## config.mk

```make
export PLATFORM = sky130hd
export DESIGN_NAME = hdlc_chan_irq
export DESIGN_NICKNAME = d
export VERILOG_FILES = /design/src/rtl/hdlc_irq_pkg.sv /design/src/rtl/hdlc_rst_sync.sv /design/src/rtl/hdlc_irq_latch.sv /design/src/rtl/hdlc_tx_fill.sv /design/src/rtl/hdlc_rx_activity.sv /design/src/rtl/hdlc_chan_irq.sv
export SDC_FILE = /design/constraint.sdc
export NUM_CORES = 1
export LEC_CHECK = 0
export ABC_AREA = 1
export BUFFER_PORTS_ARGS = -buffer_cell sky130_fd_sc_hd__buf_2
export CORE_MARGIN = 2
export CORE_UTILIZATION = 25
export CTS_CLUSTER_DIAMETER = 200
export DETAILED_ROUTE_END_ITERATION = 10
export PLACE_DENSITY_LB_ADDON = 0.08
export SLEW_MARGIN = 15
export SYNTH_ARGS = -nofsm -noshare
export SYNTH_HDL_FRONTEND = slang
export SYNTH_SLANG_ARGS = --single-unit
```

## constraint.sdc

```tcl
create_clock -name clk -period 3 [get_ports clk]
set_clock_uncertainty 0.05 [all_clocks]
set_input_delay 0.3 -clock clk [delete_from_list [all_inputs] [get_ports clk]]
set_output_delay 0.3 -clock clk [all_outputs]
set_load 0.05 [all_outputs]
```

## src/rtl/hdlc_irq_pkg.sv

```systemverilog
package hdlc_irq_pkg;
  // register and event widths
  localparam int ISR_W = 8;
  localparam int NUM_EV = 6;

  // event indices into the pending register
  localparam int EV_TXRDY = 0;
  localparam int EV_UNDR  = 1;
  localparam int EV_REPT  = 2;
  localparam int EV_OVFL  = 3;
  localparam int EV_RMEND = 4;
  localparam int EV_RFULL = 5;

  // status word bit positions
  localparam int ST_OVF = 7;
  localparam int ST_WEN = 6;
  localparam int ST_ACT = 5;

  // transmit block sizes in bytes
  localparam int BLK_SMALL = 16;
  localparam int BLK_LARGE = 32;
endpackage

```

## src/rtl/hdlc_rst_sync.sv

```systemverilog
module hdlc_rst_sync (
  input  logic clk,
  input  logic arst_n,
  output logic srst_n
);
  logic [1:0] sync_q;

  always_ff @(posedge clk or negedge arst_n) begin
    if (!arst_n) sync_q <= 2'b00;
    else         sync_q <= {sync_q[0], 1'b1};
  end

  assign srst_n = sync_q[1];
endmodule

```

## src/rtl/hdlc_irq_latch.sv

```systemverilog
module hdlc_irq_latch #(
  parameter int REG_W   = 8,
  parameter int EV_W    = 6,
  parameter int UDR_IDX = 1
) (
  input  logic             clk,
  input  logic             rst_n,
  input  logic [EV_W-1:0]  ev_i,
  input  logic             mask_wr_i,
  input  logic [REG_W-1:0] mask_wdata_i,
  input  logic             rd_i,
  output logic [REG_W-1:0] shown_o,
  output logic             irq_o,
  output logic             lock_o
);
  logic [REG_W-1:0] pend_q, pend_d;
  logic [REG_W-1:0] mask_q, mask_d;
  logic [REG_W-1:0] ev_ext, shown, clr;
  logic             mask_en;
  logic             lock_q, lock_d;

  assign ev_ext  = REG_W'(ev_i);
  assign shown   = pend_q & ~mask_q;
  assign clr     = rd_i ? shown : '0;
  assign mask_en = mask_wr_i;

  // per-bit pending update: a new event beats a clearing read
  for (genvar g = 0; g < REG_W; g++) begin : g_pend
    assign pend_d[g] = ev_ext[g] | (pend_q[g] & ~clr[g]);
  end

  always_comb begin
    mask_d = mask_q;
    if (mask_en) mask_d = mask_wdata_i;
  end

  always_comb begin
    lock_d = lock_q;
    if (ev_ext[UDR_IDX])                lock_d = 1'b1;
    else if (rd_i && shown[UDR_IDX])    lock_d = 1'b0;
  end

  always_ff @(posedge clk or negedge rst_n) begin
    if (!rst_n) begin
      pend_q <= '0;
      mask_q <= '1;
      lock_q <= 1'b0;
    end else begin
      pend_q <= pend_d;
      if (mask_en) mask_q <= mask_d;
      lock_q <= lock_d;
    end
  end

  assign shown_o = shown;
  assign irq_o   = |shown;
  assign lock_o  = lock_q;

  assert_event_latched_R2: assert property (@(posedge clk) disable iff (!rst_n)
    (|ev_i) |=> ((pend_q & $past(ev_ext)) == $past(ev_ext)));

  assert_masked_kept_R3: assert property (@(posedge clk) disable iff (!rst_n)
    rd_i |=> ((pend_q & $past(pend_q & mask_q)) == $past(pend_q & mask_q)));

  assert_shown_cleared_R3: assert property (@(posedge clk) disable iff (!rst_n)
    (rd_i && ev_i == '0) |=> ((pend_q & $past(shown_o)) == '0));

  assert_all_masked_quiet_R4: assert property (@(posedge clk) disable iff (!rst_n)
    (mask_q == '1) |-> !irq_o);

  assert_lock_on_underrun_R7: assert property (@(posedge clk) disable iff (!rst_n)
    ev_i[UDR_IDX] |=> lock_o);

  assert_lock_held_R7: assert property (@(posedge clk) disable iff (!rst_n)
    (lock_o && !(rd_i && !mask_q[UDR_IDX])) |=> lock_o);
endmodule

```

## src/rtl/hdlc_tx_fill.sv

```systemverilog
module hdlc_tx_fill #(
  parameter int BLK_S = 16,
  parameter int BLK_L = 32
) (
  input  logic clk,
  input  logic rst_n,
  input  logic wr_i,
  input  logic blk_sel_i,
  input  logic pool_clr_i,
  input  logic tx_reset_i,
  input  logic lock_i,
  output logic ovf_o,
  output logic wen_o
);
  localparam int CNT_W = $clog2(BLK_L + 1);
  localparam logic [CNT_W-1:0] SZ_S = CNT_W'(BLK_S);
  localparam logic [CNT_W-1:0] SZ_L = CNT_W'(BLK_L);

  logic [CNT_W-1:0] cnt_q, cnt_d, base, size;
  logic             ovf_q, ovf_d;
  logic             cnt_en;

  assign size   = blk_sel_i ? SZ_L : SZ_S;
  assign base   = pool_clr_i ? '0 : cnt_q;
  assign cnt_en = tx_reset_i | wr_i | pool_clr_i;

  always_comb begin
    cnt_d = base;
    ovf_d = ovf_q;
    if (tx_reset_i) begin
      cnt_d = '0;
      ovf_d = 1'b0;
    end else if (wr_i) begin
      if (base >= size) ovf_d = 1'b1;
      else              cnt_d = base + CNT_W'(1);
    end
  end

  always_ff @(posedge clk or negedge rst_n) begin
    if (!rst_n) begin
      cnt_q <= '0;
      ovf_q <= 1'b0;
    end else if (cnt_en) begin
      cnt_q <= cnt_d;
      ovf_q <= ovf_d;
    end
  end

  assign ovf_o = ovf_q;
  assign wen_o = (cnt_q < size) && !lock_i;

  assert_ovf_sticky_R8: assert property (@(posedge clk) disable iff (!rst_n)
    (ovf_o && !tx_reset_i) |=> ovf_o);

  assert_full_write_ovf_R8: assert property (@(posedge clk) disable iff (!rst_n)
    (wr_i && !tx_reset_i && !pool_clr_i && cnt_q >= size) |=> ovf_o);

  assert_cnt_bound_R8: assert property (@(posedge clk) disable iff (!rst_n)
    cnt_q <= SZ_L);

  assert_reset_clears_R8: assert property (@(posedge clk) disable iff (!rst_n)
    tx_reset_i |=> (!ovf_o && cnt_q == '0));
endmodule

```

## src/rtl/hdlc_rx_activity.sv

```systemverilog
module hdlc_rx_activity (
  input  logic clk,
  input  logic rst_n,
  input  logic flag_i,
  input  logic abort_i,
  output logic act_o
);
  logic act_q, act_d, act_en;

  assign act_en = flag_i | abort_i;

  always_comb begin
    act_d = act_q;
    if (abort_i)     act_d = 1'b0;
    else if (flag_i) act_d = 1'b1;
  end

  always_ff @(posedge clk or negedge rst_n) begin
    if (!rst_n)      act_q <= 1'b0;
    else if (act_en) act_q <= act_d;
  end

  assign act_o = act_q;

  assert_abort_clears_R10: assert property (@(posedge clk) disable iff (!rst_n)
    abort_i |=> !act_o);

  assert_flag_sets_R10: assert property (@(posedge clk) disable iff (!rst_n)
    (flag_i && !abort_i) |=> act_o);
endmodule

```

## src/rtl/hdlc_chan_irq.sv

```systemverilog
module hdlc_chan_irq
  import hdlc_irq_pkg::*;
#(
  parameter int REG_W = ISR_W,
  parameter int EV_W  = NUM_EV,
  parameter int BLK_S = BLK_SMALL,
  parameter int BLK_L = BLK_LARGE
) (
  input  logic             clk,
  input  logic             rst_n,
  input  logic [EV_W-1:0]  ev_i,
  input  logic             mask_wr_i,
  input  logic [REG_W-1:0] mask_wdata_i,
  input  logic             isr_rd_i,
  output logic [REG_W-1:0] isr_rdata_o,
  output logic             irq_o,
  output logic             tx_lock_o,
  input  logic             tx_wr_i,
  input  logic             tx_blk32_i,
  input  logic             tx_reset_i,
  input  logic             rx_flag_i,
  input  logic             rx_abort_i,
  output logic [REG_W-1:0] stat_o
);
  logic srst_n;
  logic lock, ovf, wen, act;

  hdlc_rst_sync u_rst (
    .clk    (clk),
    .arst_n (rst_n),
    .srst_n (srst_n)
  );

  hdlc_irq_latch #(
    .REG_W   (REG_W),
    .EV_W    (EV_W),
    .UDR_IDX (EV_UNDR)
  ) u_latch (
    .clk          (clk),
    .rst_n        (srst_n),
    .ev_i         (ev_i),
    .mask_wr_i    (mask_wr_i),
    .mask_wdata_i (mask_wdata_i),
    .rd_i         (isr_rd_i),
    .shown_o      (isr_rdata_o),
    .irq_o        (irq_o),
    .lock_o       (lock)
  );

  hdlc_tx_fill #(
    .BLK_S (BLK_S),
    .BLK_L (BLK_L)
  ) u_fill (
    .clk        (clk),
    .rst_n      (srst_n),
    .wr_i       (tx_wr_i),
    .blk_sel_i  (tx_blk32_i),
    .pool_clr_i (ev_i[EV_TXRDY]),
    .tx_reset_i (tx_reset_i),
    .lock_i     (lock),
    .ovf_o      (ovf),
    .wen_o      (wen)
  );

  hdlc_rx_activity u_rx (
    .clk     (clk),
    .rst_n   (srst_n),
    .flag_i  (rx_flag_i),
    .abort_i (rx_abort_i),
    .act_o   (act)
  );

  always_comb begin
    stat_o         = '0;
    stat_o[ST_OVF] = ovf;
    stat_o[ST_WEN] = wen;
    stat_o[ST_ACT] = act;
  end

  assign tx_lock_o = lock;

  assert_lock_blocks_write_R9: assert property (@(posedge clk) disable iff (!srst_n)
    tx_lock_o |-> !stat_o[ST_WEN]);
endmodule

```

==> flow_summary.json <==
{
  "finalWirelength_um": 3010,
  "tightest_slew_ns": 0.532,
  "number_of_endpoints_with_negative_hold_slack_in_the_final_report": 0,
  "drt_drc_violations_left": 0,
  "dp_cells": 278,
  "power_density_nw_per_um2": 467,
  "synthesized_area_um2": 1460,
  "power.clock.fraction_pct": 26.7,
  "antenna_left": 0,
  "htree_num_levels": 1,
  "buffer_depth_of_the_longest_clock_path": 2,
  "final_layout_size_suffix_gt1_share_pct": 27.5,
  "rsz0062_at_grt": "false",
  "viasPerCell": 4.00,
  "design.die.area_um2": 6450,
  "insertedDiodeCount": 0,
  "tritoncts.num_buffers": 3,
  "dp_hpwl_um": 2340,
  "sink_count_of_the_clock_tree": 27,
  "final_core_util_pct": 31.1,
  "power_switching_share_pct": 33.2,
  "grt-ovfl-total": 0,
  "share_of_the_yosys_chip_area_belonging_to_registers_pct": 47.1,
  "synth.lib_cells_used.distinct": 26,
  "worst_path_largest_cell_delay_ns": 0.54,
  "setup_total_negative_slack_ns": 0,
  "critical_path.endpoint_type": "output port",
  "syn2layout_area_growth_pct": 19.2,
  "row_count": 27,
  "r2r_slack_ns": 1.30,
  "min_period_ns": 1.92,
  "fp.coreArea_um2": 5570,
  "grt_antenna_before_repair": 0,
  "synth.yosys.warnings": 0,
  "post-route-period-util_pct": 64.0,
  "cts.root.buffer_cell": "sky130_fd_sc_hd__clkbuf_8",
  "grt_util_all_layers_pct": 10.2,
  "timing.critical_path.to": "irq_o",
  "crit_fanout": 2,
  "cp_data_arrival_time_ns": 1.57,
  "max_cap_viol_count": 0,
  "dieHeight_um": 80.3,
  "kind_of_cell_adding_the_most_delay_to_the_critical_path": "flip-flops",
  "outcome": "completed",
  "design_power_total_uw": 811,
  "io-pin-count": 41,
  "worst-setup-path-type": "flop to output port",
  "die_width_um": 80.3,
  "place_congestion": 0.697,
  "nets": 240,
  "worstSetupStartpointType": "flop",
  "start_util_pct": 26.1,
  "syn_avg_cell_area_um2": 8.27,
  "hold_path.class": "input port to flop",
  "tritoncts_clock_tree": "done",
  "power_report.internal_total_uw": 542,
  "clk_pin_slew_worst_paths_ns": 0.09,
  "cts_post_setup_buffers_inserted": 0,
  "synth.ff_latch_count": 27,
  "power.switching_uw": 269,
  "worst_slew_margin_rel_pct": 64.5,
  "path_buf_inv": 3,
  "fillerInstances": 614,
  "final-seq-area_um2": 686,
  "comb_power_share_pct": 22.6,
  "postSynth.asyncResetShare_pct": 100,
  "critical_path.startpoint": "u_latch.mask_q[5]",
  "multi_input_area_um2": 571,
  "slowest_stage": "sky130_fd_sc_hd__dfstp_2",
  "crit_required_ns": 2.65,
  "insertion_delay_ns": 0.28,
  "synth-edff-count": 0,
  "timing_max_transition_violations_final": 0,
  "path_cells": "inv_1, nand2_1, inv_1, nor4_1, nand2_1, buf_2",
  "cellLeakagePower_uw": 0.000928,
  "worst_ir_drop_on_vdd_uv": 203,
  "pin_count_of_the_biggest_net_entering_global_routing": 17,
  "reg2regPathDepth": 11,
  "final_common_cell": "sky130_fd_sc_hd__nand2_1",
  "grt_pass1_vias": 1123,
  "dr.first_iter.drc_count": 34,
  "drtPass1Iterations": 4,
  "most-common-layout-cells": "sky130_fd_sc_hd__nand2_1 (39), sky130_fd_sc_hd__buf_2 (35), sky130_fd_sc_hd__inv_1 (32)",
  "final-instance-count-excl-fill": 283,
  "max_clock_freq_mhz": 521,
  "capture_point_of_the_worst_reg_to_reg_path": "u_fill.cnt_q[0]",
  "syn_inst_count": 176,
  "worstReg2RegStart": "u_fill.cnt_q[4]",
  "wl_per_cell_um": 10.6,
  "vias": 1133,
  "finalSetupViolCount": 0,
  "share_seq_of_total_power_pct": 50.7,
  "timing.critical_path.depth": 6,
  "global_route_wire_length_before_repair_um": 5050,
  "post_cts_resize_count": 0,
  "postSynth.topFlopCell": "sky130_fd_sc_hd__dfrtp_1",
  "placement.io_buffers": 35
}
final cells by class:
| class | count | share of cell area, % |
|---|---|---|
| Timing Repair Buffer | 37 | 11.1 |
| Clock inverter | 1 | 0.433 |
| Multi-Input combinational cell | 108 | 32.9 |
| Tap cell | 72 | 5.19 |
| Sequential cell | 27 | 39.5 |
| Clock buffer | 3 | 2.38 |
| Inverter | 35 | 8.51 |
cell families after synthesis:
| logic type | count (synthesis) | synth area share, % |
|---|---|---|
| AND/OR/NAND/NOR | 72 | 22.3 |
| buffers and inverters | 45 | 14.8 |
| flip-flops | 27 | 47.1 |
| AO/OA/AOI/OAI | 22 | 8.85 |
| adder cells (fa/ha/maj) | 5 | 4.30 |
| other | 2 | 0.516 |
| multiplexers | 2 | 1.55 |
| XOR/XNOR | 1 | 0.601 |
synthesized netlist by cell type, types with 3 or more instances:
cell type                 count  area share (%)
sky130_fd_sc_hd__a21oi_1      5             1.7
sky130_fd_sc_hd__buf_4        8             4.1
sky130_fd_sc_hd__dfrtp_1     19              33
sky130_fd_sc_hd__dfstp_2      8              14
sky130_fd_sc_hd__ha_1         5             4.3
sky130_fd_sc_hd__inv_1       32             8.2
sky130_fd_sc_hd__nand2_1     39              10
sky130_fd_sc_hd__nand3_1      6             2.1
sky130_fd_sc_hd__nor2_1      16             4.1
sky130_fd_sc_hd__nor3_1       3             1.0
sky130_fd_sc_hd__o21ai_0     13             4.5
stage by stage:
stage	setup slack [ns]	cell area, µm²	hold WS, ns
6_report	1.08	1740	0.112
5_1_grt	0.919	1740	0.0987
4_1_cts	0.986	1740	0.0972
3_5_place_dp	1.20	1680	0.0363
3_3_place_gp	1.20	1680	0.0384
2_1_floorplan	1.07	1470	-0.0456
repair_timing:
item	CTS	global route
setup endpoints to repair	0	0
endpoints found under the hold margin	2	0
hold buffers	1	0
flip-flops by register name (all words and copies together) (netlist names):
register / count
u_latch.pend_q: 8
u_latch.mask_q: 8
u_fill.ovf_o: 1
u_fill.cnt_q: 6
u_latch.lock_o: 1
u_rst.sync_q: 2
u_rx.act_o: 1
power groups by stage:
stage,logic (µW),registers [µW],clock network [µW]
2_1_floorplan,140,420,0
3_3_place_gp,187,419,0
3_5_place_dp,185,418,0
4_1_cts,187,412,234
5_1_grt,204,416,242
6_report,183,411,216
worst min-delay path by stage:
stage | from | end | slack [ns] | cells past startpoint
3_5_place_dp | rst_n | u_rst.sync_q[1] | 0.04 | 1
4_1_cts | rx_abort_i | u_rx.act_o | 0.1 | 2
6_report | rx_abort_i | u_rx.act_o | 0.11 | 2
2_1_floorplan | rst_n | u_rst.sync_q[0] | -0.05 | 0
3_3_place_gp | rst_n | u_rst.sync_q[0] | 0.04 | 1
5_1_grt | rx_abort_i | u_rx.act_o | 0.1 | 2
routing by layer:
| metal | track usage [%] | share of wire [%] | vias up |
|---|---|---|---|
| met5 | 0 | 0 | - |
| met4 | 3.56 | 0.63 | 0 |
| met3 | 2.58 | 5.7 | 2 |
| met2 | 16.3 | 47 | 30 |
| met1 | 13.4 | 47 | 502 |
| li1 | - | - | 599 |
Note: power is estimated with default switching activity, not from simulation.
